**config.mk**
```make
export PLATFORM = sky130hd
export DESIGN_NAME = i2cs_regport
export DESIGN_NICKNAME = d
export VERILOG_FILES = /design/src/rtl/i2cs_pkg.sv /design/src/rtl/i2cs_sync.sv /design/src/rtl/i2cs_proto.sv /design/src/rtl/i2cs_regbank.sv /design/src/rtl/i2cs_regport.sv
export SDC_FILE = /design/constraint.sdc
export NUM_CORES = 1
export LEC_CHECK = 0
export ABC_AREA = 1
export ABC_CLOCK_PERIOD_IN_PS = 3410
export BUFFER_PORTS_ARGS = -buffer_cell sky130_fd_sc_hd__buf_2
export CELL_PAD_IN_SITES_DETAIL_PLACEMENT = 0
export CELL_PAD_IN_SITES_GLOBAL_PLACEMENT = 1
export CORE_UTILIZATION = 45
export DETAILED_ROUTE_END_ITERATION = 10
export HOLD_SLACK_MARGIN = 0.03
export PLACE_DENSITY_LB_ADDON = 0.3
export SLEW_MARGIN = 25
export SYNTH_ARGS = -nofsm -noshare
export SYNTH_HDL_FRONTEND = slang
export SYNTH_SLANG_ARGS = --single-unit
```
**constraint.sdc**
```tcl
create_clock -name clk -period 3.41 [get_ports clk]
set_input_delay 0.5115 -clock clk [delete_from_list [all_inputs] [get_ports clk]]
set_output_delay 0.5115 -clock clk [all_outputs]
set_load 0.01 [all_outputs]
```
**src/rtl/i2cs_pkg.sv**
```systemverilog
package i2cs_pkg;
   typedef enum logic [2:0] {
      ST_IDLE,
      ST_RX,
      ST_ACK,
      ST_TX,
      ST_MACK,
      ST_HUSH
   } bus_st_e;

   typedef enum logic [1:0] {
      FLD_ADDR,
      FLD_CMD,
      FLD_DATA
   } fld_e;
endpackage

```
**src/rtl/i2cs_sync.sv**
```systemverilog
module i2cs_sync #(
   parameter int WIDTH = 3,
   parameter int STAGES = 2,
   parameter logic [WIDTH-1:0] IDLE_VAL = '1
) (
   input  logic             clk,
   input  logic             rst_n,
   input  logic [WIDTH-1:0] din,
   output logic [WIDTH-1:0] dout
);
   if (STAGES < 2) begin : g_bad_stages
      $error("i2cs_sync needs at least two stages");
   end

   for (genvar g = 0; g < WIDTH; g++) begin : g_bit
      logic [STAGES-1:0] chain;
      always_ff @(posedge clk or negedge rst_n) begin
         if (!rst_n) chain <= {STAGES{IDLE_VAL[g]}};
         else        chain <= {chain[STAGES-2:0], din[g]};
      end
      assign dout[g] = chain[STAGES-1];
   end
endmodule

```
**src/rtl/i2cs_proto.sv**
```systemverilog
module i2cs_proto
   import i2cs_pkg::*;
#(
   parameter int DW = 8,
   parameter int NREG = 8,
   parameter int RO_REGS = 2,
   parameter int ADDR_W = 7,
   parameter int PREFIX_W = 5,
   parameter logic [PREFIX_W-1:0] PREFIX = 5'b10110,
   localparam int IDX_W = $clog2(NREG),
   localparam int SW = ADDR_W - PREFIX_W
) (
   input  logic             clk,
   input  logic             rst_n,
   input  logic             scl_s,
   input  logic             sda_s,
   input  logic             brst_n_s,
   input  logic [SW-1:0]    strap_i,
   input  logic [DW-1:0]    rd_data_i,
   output logic             sda_oe_o,
   output logic             stb_o,
   output logic             wr_en_o,
   output logic [IDX_W-1:0] sel_idx_o,
   output logic [DW-1:0]    wr_data_o
);
   localparam int CW = $clog2(DW + 1);
   localparam logic [CW-1:0] FULL_CNT = CW'(DW);
   localparam logic [CW-1:0] LAST_TX = CW'(DW - 1);
   localparam logic [DW:0] NREG_V = (DW + 1)'(NREG);
   localparam logic [IDX_W-1:0] RO_V = IDX_W'(RO_REGS);

   bus_st_e          state;
   fld_e             fld;
   logic             scl_q, sda_q;
   logic [CW-1:0]    bitcnt;
   logic [DW-1:0]    shreg;
   logic             rw, cmd_ok, mack;
   logic [IDX_W-1:0] ptr;
   logic [DW-1:0]    tx_byte;

   wire scl_rise = scl_s & ~scl_q;
   wire scl_fall = ~scl_s & scl_q;
   wire start_c  = scl_s & scl_q & sda_q & ~sda_s;
   wire stop_c   = scl_s & scl_q & ~sda_q & sda_s;

   assign tx_byte   = cmd_ok ? rd_data_i : '0;
   assign sel_idx_o = ptr;
   assign wr_data_o = shreg;

   always_ff @(posedge clk or negedge rst_n) begin
      if (!rst_n) begin
         scl_q <= 1'b1;
         sda_q <= 1'b1;
      end else begin
         scl_q <= scl_s;
         sda_q <= sda_s;
      end
   end

   always_ff @(posedge clk or negedge rst_n) begin
      if (!rst_n) begin
         state    <= ST_IDLE;
         fld      <= FLD_ADDR;
         bitcnt   <= '0;
         shreg    <= '0;
         rw       <= 1'b0;
         cmd_ok   <= 1'b1;
         mack     <= 1'b0;
         ptr      <= '0;
         sda_oe_o <= 1'b0;
         stb_o    <= 1'b0;
         wr_en_o  <= 1'b0;
      end else begin
         stb_o   <= 1'b0;
         wr_en_o <= 1'b0;
         if (!brst_n_s) begin
            state    <= ST_IDLE;
            bitcnt   <= '0;
            sda_oe_o <= 1'b0;
         end else if (start_c) begin
            state    <= ST_RX;
            fld      <= FLD_ADDR;
            bitcnt   <= '0;
            sda_oe_o <= 1'b0;
         end else if (stop_c) begin
            state    <= ST_IDLE;
            sda_oe_o <= 1'b0;
         end else begin
            case (state)
               ST_RX: begin
                  if (scl_rise && bitcnt < FULL_CNT) begin
                     shreg  <= {shreg[DW-2:0], sda_s};
                     bitcnt <= bitcnt + 1'b1;
                  end else if (scl_fall && bitcnt == FULL_CNT) begin
                     case (fld)
                        FLD_ADDR: begin
                           if (shreg[DW-1:1] == {PREFIX, strap_i}) begin
                              rw       <= shreg[0];
                              stb_o    <= 1'b1;
                              sda_oe_o <= 1'b1;
                              state    <= ST_ACK;
                           end else begin
                              state <= ST_HUSH;
                           end
                        end
                        FLD_CMD: begin
                           ptr      <= shreg[IDX_W-1:0];
                           cmd_ok   <= ({1'b0, shreg} < NREG_V);
                           sda_oe_o <= 1'b1;
                           state    <= ST_ACK;
                        end
                        default: begin
                           wr_en_o  <= cmd_ok && (ptr >= RO_V);
                           sda_oe_o <= 1'b1;
                           state    <= ST_ACK;
                        end
                     endcase
                  end
               end
               ST_ACK: begin
                  if (scl_fall) begin
                     bitcnt <= '0;
                     if (fld == FLD_ADDR && rw) begin
                        state    <= ST_TX;
                        shreg    <= tx_byte;
                        sda_oe_o <= ~tx_byte[DW-1];
                     end else begin
                        state    <= ST_RX;
                        fld      <= (fld == FLD_ADDR) ? FLD_CMD : FLD_DATA;
                        sda_oe_o <= 1'b0;
                     end
                  end
               end
               ST_TX: begin
                  if (scl_fall) begin
                     if (bitcnt == LAST_TX) begin
                        state    <= ST_MACK;
                        sda_oe_o <= 1'b0;
                     end else begin
                        shreg    <= {shreg[DW-2:0], 1'b0};
                        sda_oe_o <= ~shreg[DW-2];
                        bitcnt   <= bitcnt + 1'b1;
                     end
                  end
               end
               ST_MACK: begin
                  if (scl_rise) begin
                     mack <= ~sda_s;
                  end else if (scl_fall) begin
                     if (mack) begin
                        state    <= ST_TX;
                        bitcnt   <= '0;
                        shreg    <= tx_byte;
                        sda_oe_o <= ~tx_byte[DW-1];
                     end else begin
                        state <= ST_HUSH;
                     end
                  end
               end
               default: ;
            endcase
         end
      end
   end


   sda_low_phase_chk: assert property (@(posedge clk) disable iff (!rst_n)
      (!$stable(sda_oe_o) && brst_n_s && $past(brst_n_s)) |-> !scl_s);


   stb_single_chk: assert property (@(posedge clk) disable iff (!rst_n)
      stb_o |=> !stb_o);


   abort_release_chk: assert property (@(posedge clk) disable iff (!rst_n)
      !brst_n_s |=> !sda_oe_o);


   hush_silent_chk: assert property (@(posedge clk) disable iff (!rst_n)
      (state == ST_HUSH && $past(state == ST_HUSH)) |-> !sda_oe_o);
endmodule

```
**src/rtl/i2cs_regbank.sv**
```systemverilog
module i2cs_regbank #(
   parameter int DW = 8,
   parameter int NREG = 8,
   parameter int RO_REGS = 2,
   localparam int IDX_W = $clog2(NREG),
   localparam int WR_REGS = NREG - RO_REGS
) (
   input  logic                  clk,
   input  logic                  rst_n,
   input  logic                  snap_en_i,
   input  logic [RO_REGS*DW-1:0] port_i,
   input  logic                  wr_en_i,
   input  logic [IDX_W-1:0]      idx_i,
   input  logic [DW-1:0]         wr_data_i,
   output logic [DW-1:0]         rd_data_o,
   output logic [WR_REGS*DW-1:0] ctrl_o
);
   localparam logic [IDX_W-1:0] RO_V = IDX_W'(RO_REGS);

   logic [DW-1:0] bank [NREG];

   for (genvar g = 0; g < RO_REGS; g++) begin : g_snap
      logic [DW-1:0] snap_q;
      always_ff @(posedge clk or negedge rst_n) begin
         if (!rst_n)         snap_q <= '0;
         else if (snap_en_i) snap_q <= port_i[g*DW +: DW];
      end
      assign bank[g] = snap_q;
   end

   for (genvar g = RO_REGS; g < NREG; g++) begin : g_wr
      logic [DW-1:0] reg_q;
      always_ff @(posedge clk or negedge rst_n) begin
         if (!rst_n) reg_q <= '0;
         else if (wr_en_i && idx_i == IDX_W'(g)) reg_q <= wr_data_i;
      end
      assign bank[g] = reg_q;
      assign ctrl_o[(g-RO_REGS)*DW +: DW] = reg_q;
   end

   always_comb begin
      rd_data_o = '0;
      for (int i = 0; i < NREG; i++) begin
         if (idx_i == IDX_W'(i)) rd_data_o = bank[i];
      end
   end


   ro_write_dropped_chk: assert property (@(posedge clk) disable iff (!rst_n)
      wr_en_i |-> idx_i >= RO_V);


   ctrl_hold_chk: assert property (@(posedge clk) disable iff (!rst_n)
      !wr_en_i |=> $stable(ctrl_o));
endmodule

```
**src/rtl/i2cs_regport.sv**
```systemverilog
module i2cs_regport #(
   parameter int DW = 8,
   parameter int NREG = 8,
   parameter int RO_REGS = 2,
   parameter int ADDR_W = 7,
   parameter int PREFIX_W = 5,
   parameter logic [PREFIX_W-1:0] PREFIX = 5'b10110,
   parameter int SYNC_STAGES = 2,
   localparam int SW = ADDR_W - PREFIX_W,
   localparam int IDX_W = $clog2(NREG)
) (
   input  logic                         clk,
   input  logic                         rst_n,
   input  logic                         bus_rst_n,
   input  logic                         scl_i,
   input  logic                         sda_i,
   input  logic [SW-1:0]                strap_i,
   input  logic [RO_REGS*DW-1:0]        port_i,
   output logic                         sda_oe_o,
   output logic                         sample_stb_o,
   output logic [(NREG-RO_REGS)*DW-1:0] ctrl_regs_o
);
   if (DW != ADDR_W + 1) begin : g_bad_dw
      $error("address plus direction bit must fill one byte");
   end
   if (RO_REGS < 1 || RO_REGS >= NREG) begin : g_bad_ro
      $error("read-only count must leave writable registers");
   end
   if (PREFIX_W >= ADDR_W) begin : g_bad_prefix
      $error("address prefix must leave strap bits");
   end
   if ((1 << IDX_W) != NREG || NREG > (1 << DW)) begin : g_bad_nreg
      $error("register count must be a power of two reachable by a command byte");
   end

   logic [2:0]       raw, synced;
   logic             stb, wr_en;
   logic [IDX_W-1:0] idx;
   logic [DW-1:0]    wr_data, rd_data;

   assign raw = {bus_rst_n, sda_i, scl_i};
   assign sample_stb_o = stb;

   i2cs_sync #(
      .WIDTH(3), .STAGES(SYNC_STAGES), .IDLE_VAL(3'b111)
   ) i_sync (
      .clk(clk), .rst_n(rst_n), .din(raw), .dout(synced)
   );

   i2cs_proto #(
      .DW(DW), .NREG(NREG), .RO_REGS(RO_REGS), .ADDR_W(ADDR_W),
      .PREFIX_W(PREFIX_W), .PREFIX(PREFIX)
   ) i_proto (
      .clk(clk), .rst_n(rst_n),
      .scl_s(synced[0]), .sda_s(synced[1]), .brst_n_s(synced[2]),
      .strap_i(strap_i), .rd_data_i(rd_data),
      .sda_oe_o(sda_oe_o), .stb_o(stb), .wr_en_o(wr_en),
      .sel_idx_o(idx), .wr_data_o(wr_data)
   );

   i2cs_regbank #(
      .DW(DW), .NREG(NREG), .RO_REGS(RO_REGS)
   ) i_bank (
      .clk(clk), .rst_n(rst_n), .snap_en_i(stb), .port_i(port_i),
      .wr_en_i(wr_en), .idx_i(idx), .wr_data_i(wr_data),
      .rd_data_o(rd_data), .ctrl_o(ctrl_regs_o)
   );
endmodule

```
==> results by group <==
Clocking
  • Root buffer cell: clkbuf_8
  • Longest Clk Path Bufs: 2
  • Worst-path clk slew: 90 ps
  • CTS tree: done
  • Clk sinks: 98
  • Worst skew pair latency: 370 ps
  • Resized Gates After CTS: 0
  • Setup Buffers After CTS: 0
  • Cts bufs inserted: 9
  • H-Tree Depth: 3
  • Cts hold-fix bufs: 0

Logic synthesis
  • Ys Warns: 0
  • Post-Synth XOR/XNOR Area: 0.00370
  • Register area share after synthesis: 0.520
  • Synth area leaders: dfrtp_1, nand2_1, o21ai_0, nor2_1, nand3_1
  • Netlist Area Pre-Place: 4740 um^2
  • Mux contribution to synthesized area: 0.0380
  • Post-Synth Adder-Cell Area: 0.00528
  • Syn_nets: 611
  • Synthesis-stage register bit count: 98
  • Compound-Gate Fraction of Synth Area: 0.0990
  • Main combinational cell family by area after synthesis: simple AND/OR/NAND/NOR gates
  • Mapped Avg Cell Area: 8.09 um^2
  • Simple-gate share of the synthesized area: 0.269
  • Distinct cells, synth: 28
  • Syn Inst Count: 586
  • Largest area contributor in the netlist: dfrtp_1
  • Post-synth top area share: 0.470

Cells and area
  • Fin nets: 681
  • Diodes inserted: 0
  • Multi-input gate area: a little under 2000 um^2
  • Synth-to-layout area growth: 14.0%
  • Fillers: 1,041
  • Fraction of layout cells with a size suffix above 1: 0.197
  • Fin area: 5400 um^2
  • Register area: about 2500 um^2

Placement
  • Port Buffer Count: 72
  • GP Congestion: 0.874
  • Area after DPL: ~5200 um^2
  • DP HPWL: 8.82 mm

Global route
  • Grt met2 use: 0.359
  • Total Routing Usage GR: 0.233
  • First-pass GRT wire length: 19.6 mm
  • Initial antenna violation count: 0
  • Met3 Usage GRT: 0.0430
  • Met1 GRT Util: 0.332
  • GRT overflow: 0
  • Most used routing layer: met2
  • Largest net degree at the start of global routing: 61
  • Vias in the first global route: 3,773

Flow run
  • MaxCap Viol Count: 0

STA
  • Final Hold Viols: 0
  • Final TNS setup: 0 ps
  • Final setup fails: 0
  • Final worst-path cycle share: 0.640
  • Crit path time final: 2180 ps
  • RSZ-0062 raised after global routing: no
  • Worst Skew: 10.7 ps
  • Worst slew margin: 0.477
  • Final Max Tran Viols: 0
  • Worst slew pin tran: 785 ps
  • Fmax: 0.458 GHz

Drt
  • Avg WL per Cell: 15.2 um
  • Via density: 5.15
  • Final WL: 12.1 mm
  • Drt first pass iters: 6
  • DRT iter0 DRCs: 341
  • Post-route ant nets: 0
  • Remaining DRCs: 0
  • Via Count: 4,105

Critical path
  • Critical path capture point type: flop
  • Critical path type: reg2reg
  • Critical Path Max Stage Delay: approximately 720 ps
  • Crit-path leading delay family: simple AND/OR/NAND/NOR gates
  • Slowest-stage cell, CP: dfrtp_1
  • Worst Setup Start Kind: flop
  • CP bufs+invs: 1
  • Worst Path Required: 3690 ps
  • Worst path arrival time: 2470 ps
  • Crit path cell chain: inv_2 -> nor3_4 -> nand2_1 -> o21ai_0
  • Crit-path max FO: 16

Power
  • Internal power: ~1.7 mW
  • Net Sw Frac: 0.370
  • Peak VDD IR: roughly 0.40 mV
  • Pwr dens: 513 nW/um^2
  • Combinational Power Share: 0.267
  • P_sw: 1.03 mW
  • Leak: 2.81 nW
  • Clock share of power: 0.246
  • Seq pwr share: 0.486

Hold path
  • Type of the worst min-delay path: in2async

Floorplan
  • Die area: 10,900 um^2
  • Core Rows: 37
  • I/O pin total: between 70 and 80
  • Die Ht: 105 um
  • Die W: around 100 um
  • CORE AREA: approximately 10,000 um^2
  • Initial Utilization: 0.461

Status
  • Status: finished clean
## logic make-up after synthesis
group | after synthesis
buffers and inverters | 80
adder cells (fa/ha/maj) | 2
AO/OA/AOI/OAI | 92
multiplexers | 16
XOR/XNOR | 2
AND/OR/NAND/NOR | 296
flip-flops | 98
## cell usage in the layout (no fill, tap or decap), drive strengths merged
cell type,netlist,routed
ha,2,2
mux2,16,16
a21oi,21,21
buf,6,74
inv,65,66
o21ai,68,68
nand3b,1,1
o21a,1,1
nor4,2,2
or2,6,6
nand2,146,146
nor3,9,9
dfstp,9,9
nor2,72,72
nand4,7,7
xnor2,1,1
dfrtp,89,89
xor2,1,1
o32ai,1,1
clkbuf,9,11
nand3,53,53
o211ai,1,1
clkinv,0,4
## registers in the layout (all words and copies together) (netlist names), 2 cells and up
signal,cells
i_bank.g_wr.reg_q,48
i_bank.g_snap.snap_q,16
i_proto.wr_data_o,8
i_sync.g_bit.chain,6
i_proto.bitcnt,4
i_proto.sel_idx_o,3
i_proto.state,3
i_proto.fld,2
## layer usage
layer / up-vias / wire [um]
met5: - / 0
met4: 0 / 155
met3: 13 / 597
met2: 106 / 5630
met1: 1960 / 5720
li1: 2026 / -
## worst paths after layout
kind                                                    start  slack, ps  cells after the start                                   to
setup / recovery             i_proto.sel_idx_o[0]$_DFFE_PN0P_       1230                      4  i_bank.g_wr[7].reg_q[4]$_DFFE_PN0P_
hold / removal                                          rst_n        220                      1  i_bank.g_wr[4].reg_q[6]$_DFFE_PN0P_
setup reg to reg             i_proto.sel_idx_o[0]$_DFFE_PN0P_       1230                      4  i_bank.g_wr[7].reg_q[4]$_DFFE_PN0P_
hold reg to reg            i_sync.g_bit[2].chain[0]$_DFF_PN1_        360                      0   i_sync.g_bit[2].chain[1]$_DFF_PN1_
max in group asynchronous                               rst_n       2450                      2   i_sync.g_bit[0].chain[1]$_DFF_PN1_
min in group clk                                        scl_i        230                      1   i_sync.g_bit[0].chain[0]$_DFF_PN1_
## cell type report
cell class              instances  area share
flip-flops and latches         98       0.456
multi-input cells             408       0.364
repair buffers                 74      0.0722
inverters                      65      0.0451
well taps                     136      0.0315
clock buffers                  11      0.0262
clock inverters                 5     0.00533
## synthesized netlist by cell type
cell	count
a21oi_1	21
buf_1	1
buf_2	4
buf_4	1
clkbuf_1	9
dfrtp_1	89
dfstp_2	9
ha_1	2
inv_1	61
inv_2	4
mux2_2	16
nand2_1	146
nand3_1	52
nand3_2	1
nand3b_1	1
nand4_1	7
nor2_1	70
nor2_2	2
nor3_1	6
nor3_4	3
nor4_1	2
o211ai_1	1
o21a_1	1
o21ai_0	68
o32ai_1	1
or2_2	6
xnor2_1	1
xor2_1	1
## power groups by stage
stage          Sequential [mW]  Combinational (mW)  Clock (mW)
4_1_cts                   1.35               0.743       0.711
3_3_place_gp              1.36               0.746           0
6_report                  1.35               0.742       0.683
2_1_floorplan             1.35               0.478           0
5_1_grt                   1.36               0.827       0.763
3_5_place_dp              1.37               0.742           0
## stage by stage
step                hold slack, ps  setup WS [ps]  cells   util  total power [mW]
global route                   210           1100    797  0.526              2.95
floorplan                      216           1780    586      -              1.83
detailed placement             348           1280    781  0.509              2.11
CTS                            213           1270    797  0.526              2.80
global placement               346           1360    781  0.509              2.11
finish                         219           1230    797  0.526              2.77
Power figures use the tool's default switching activity.
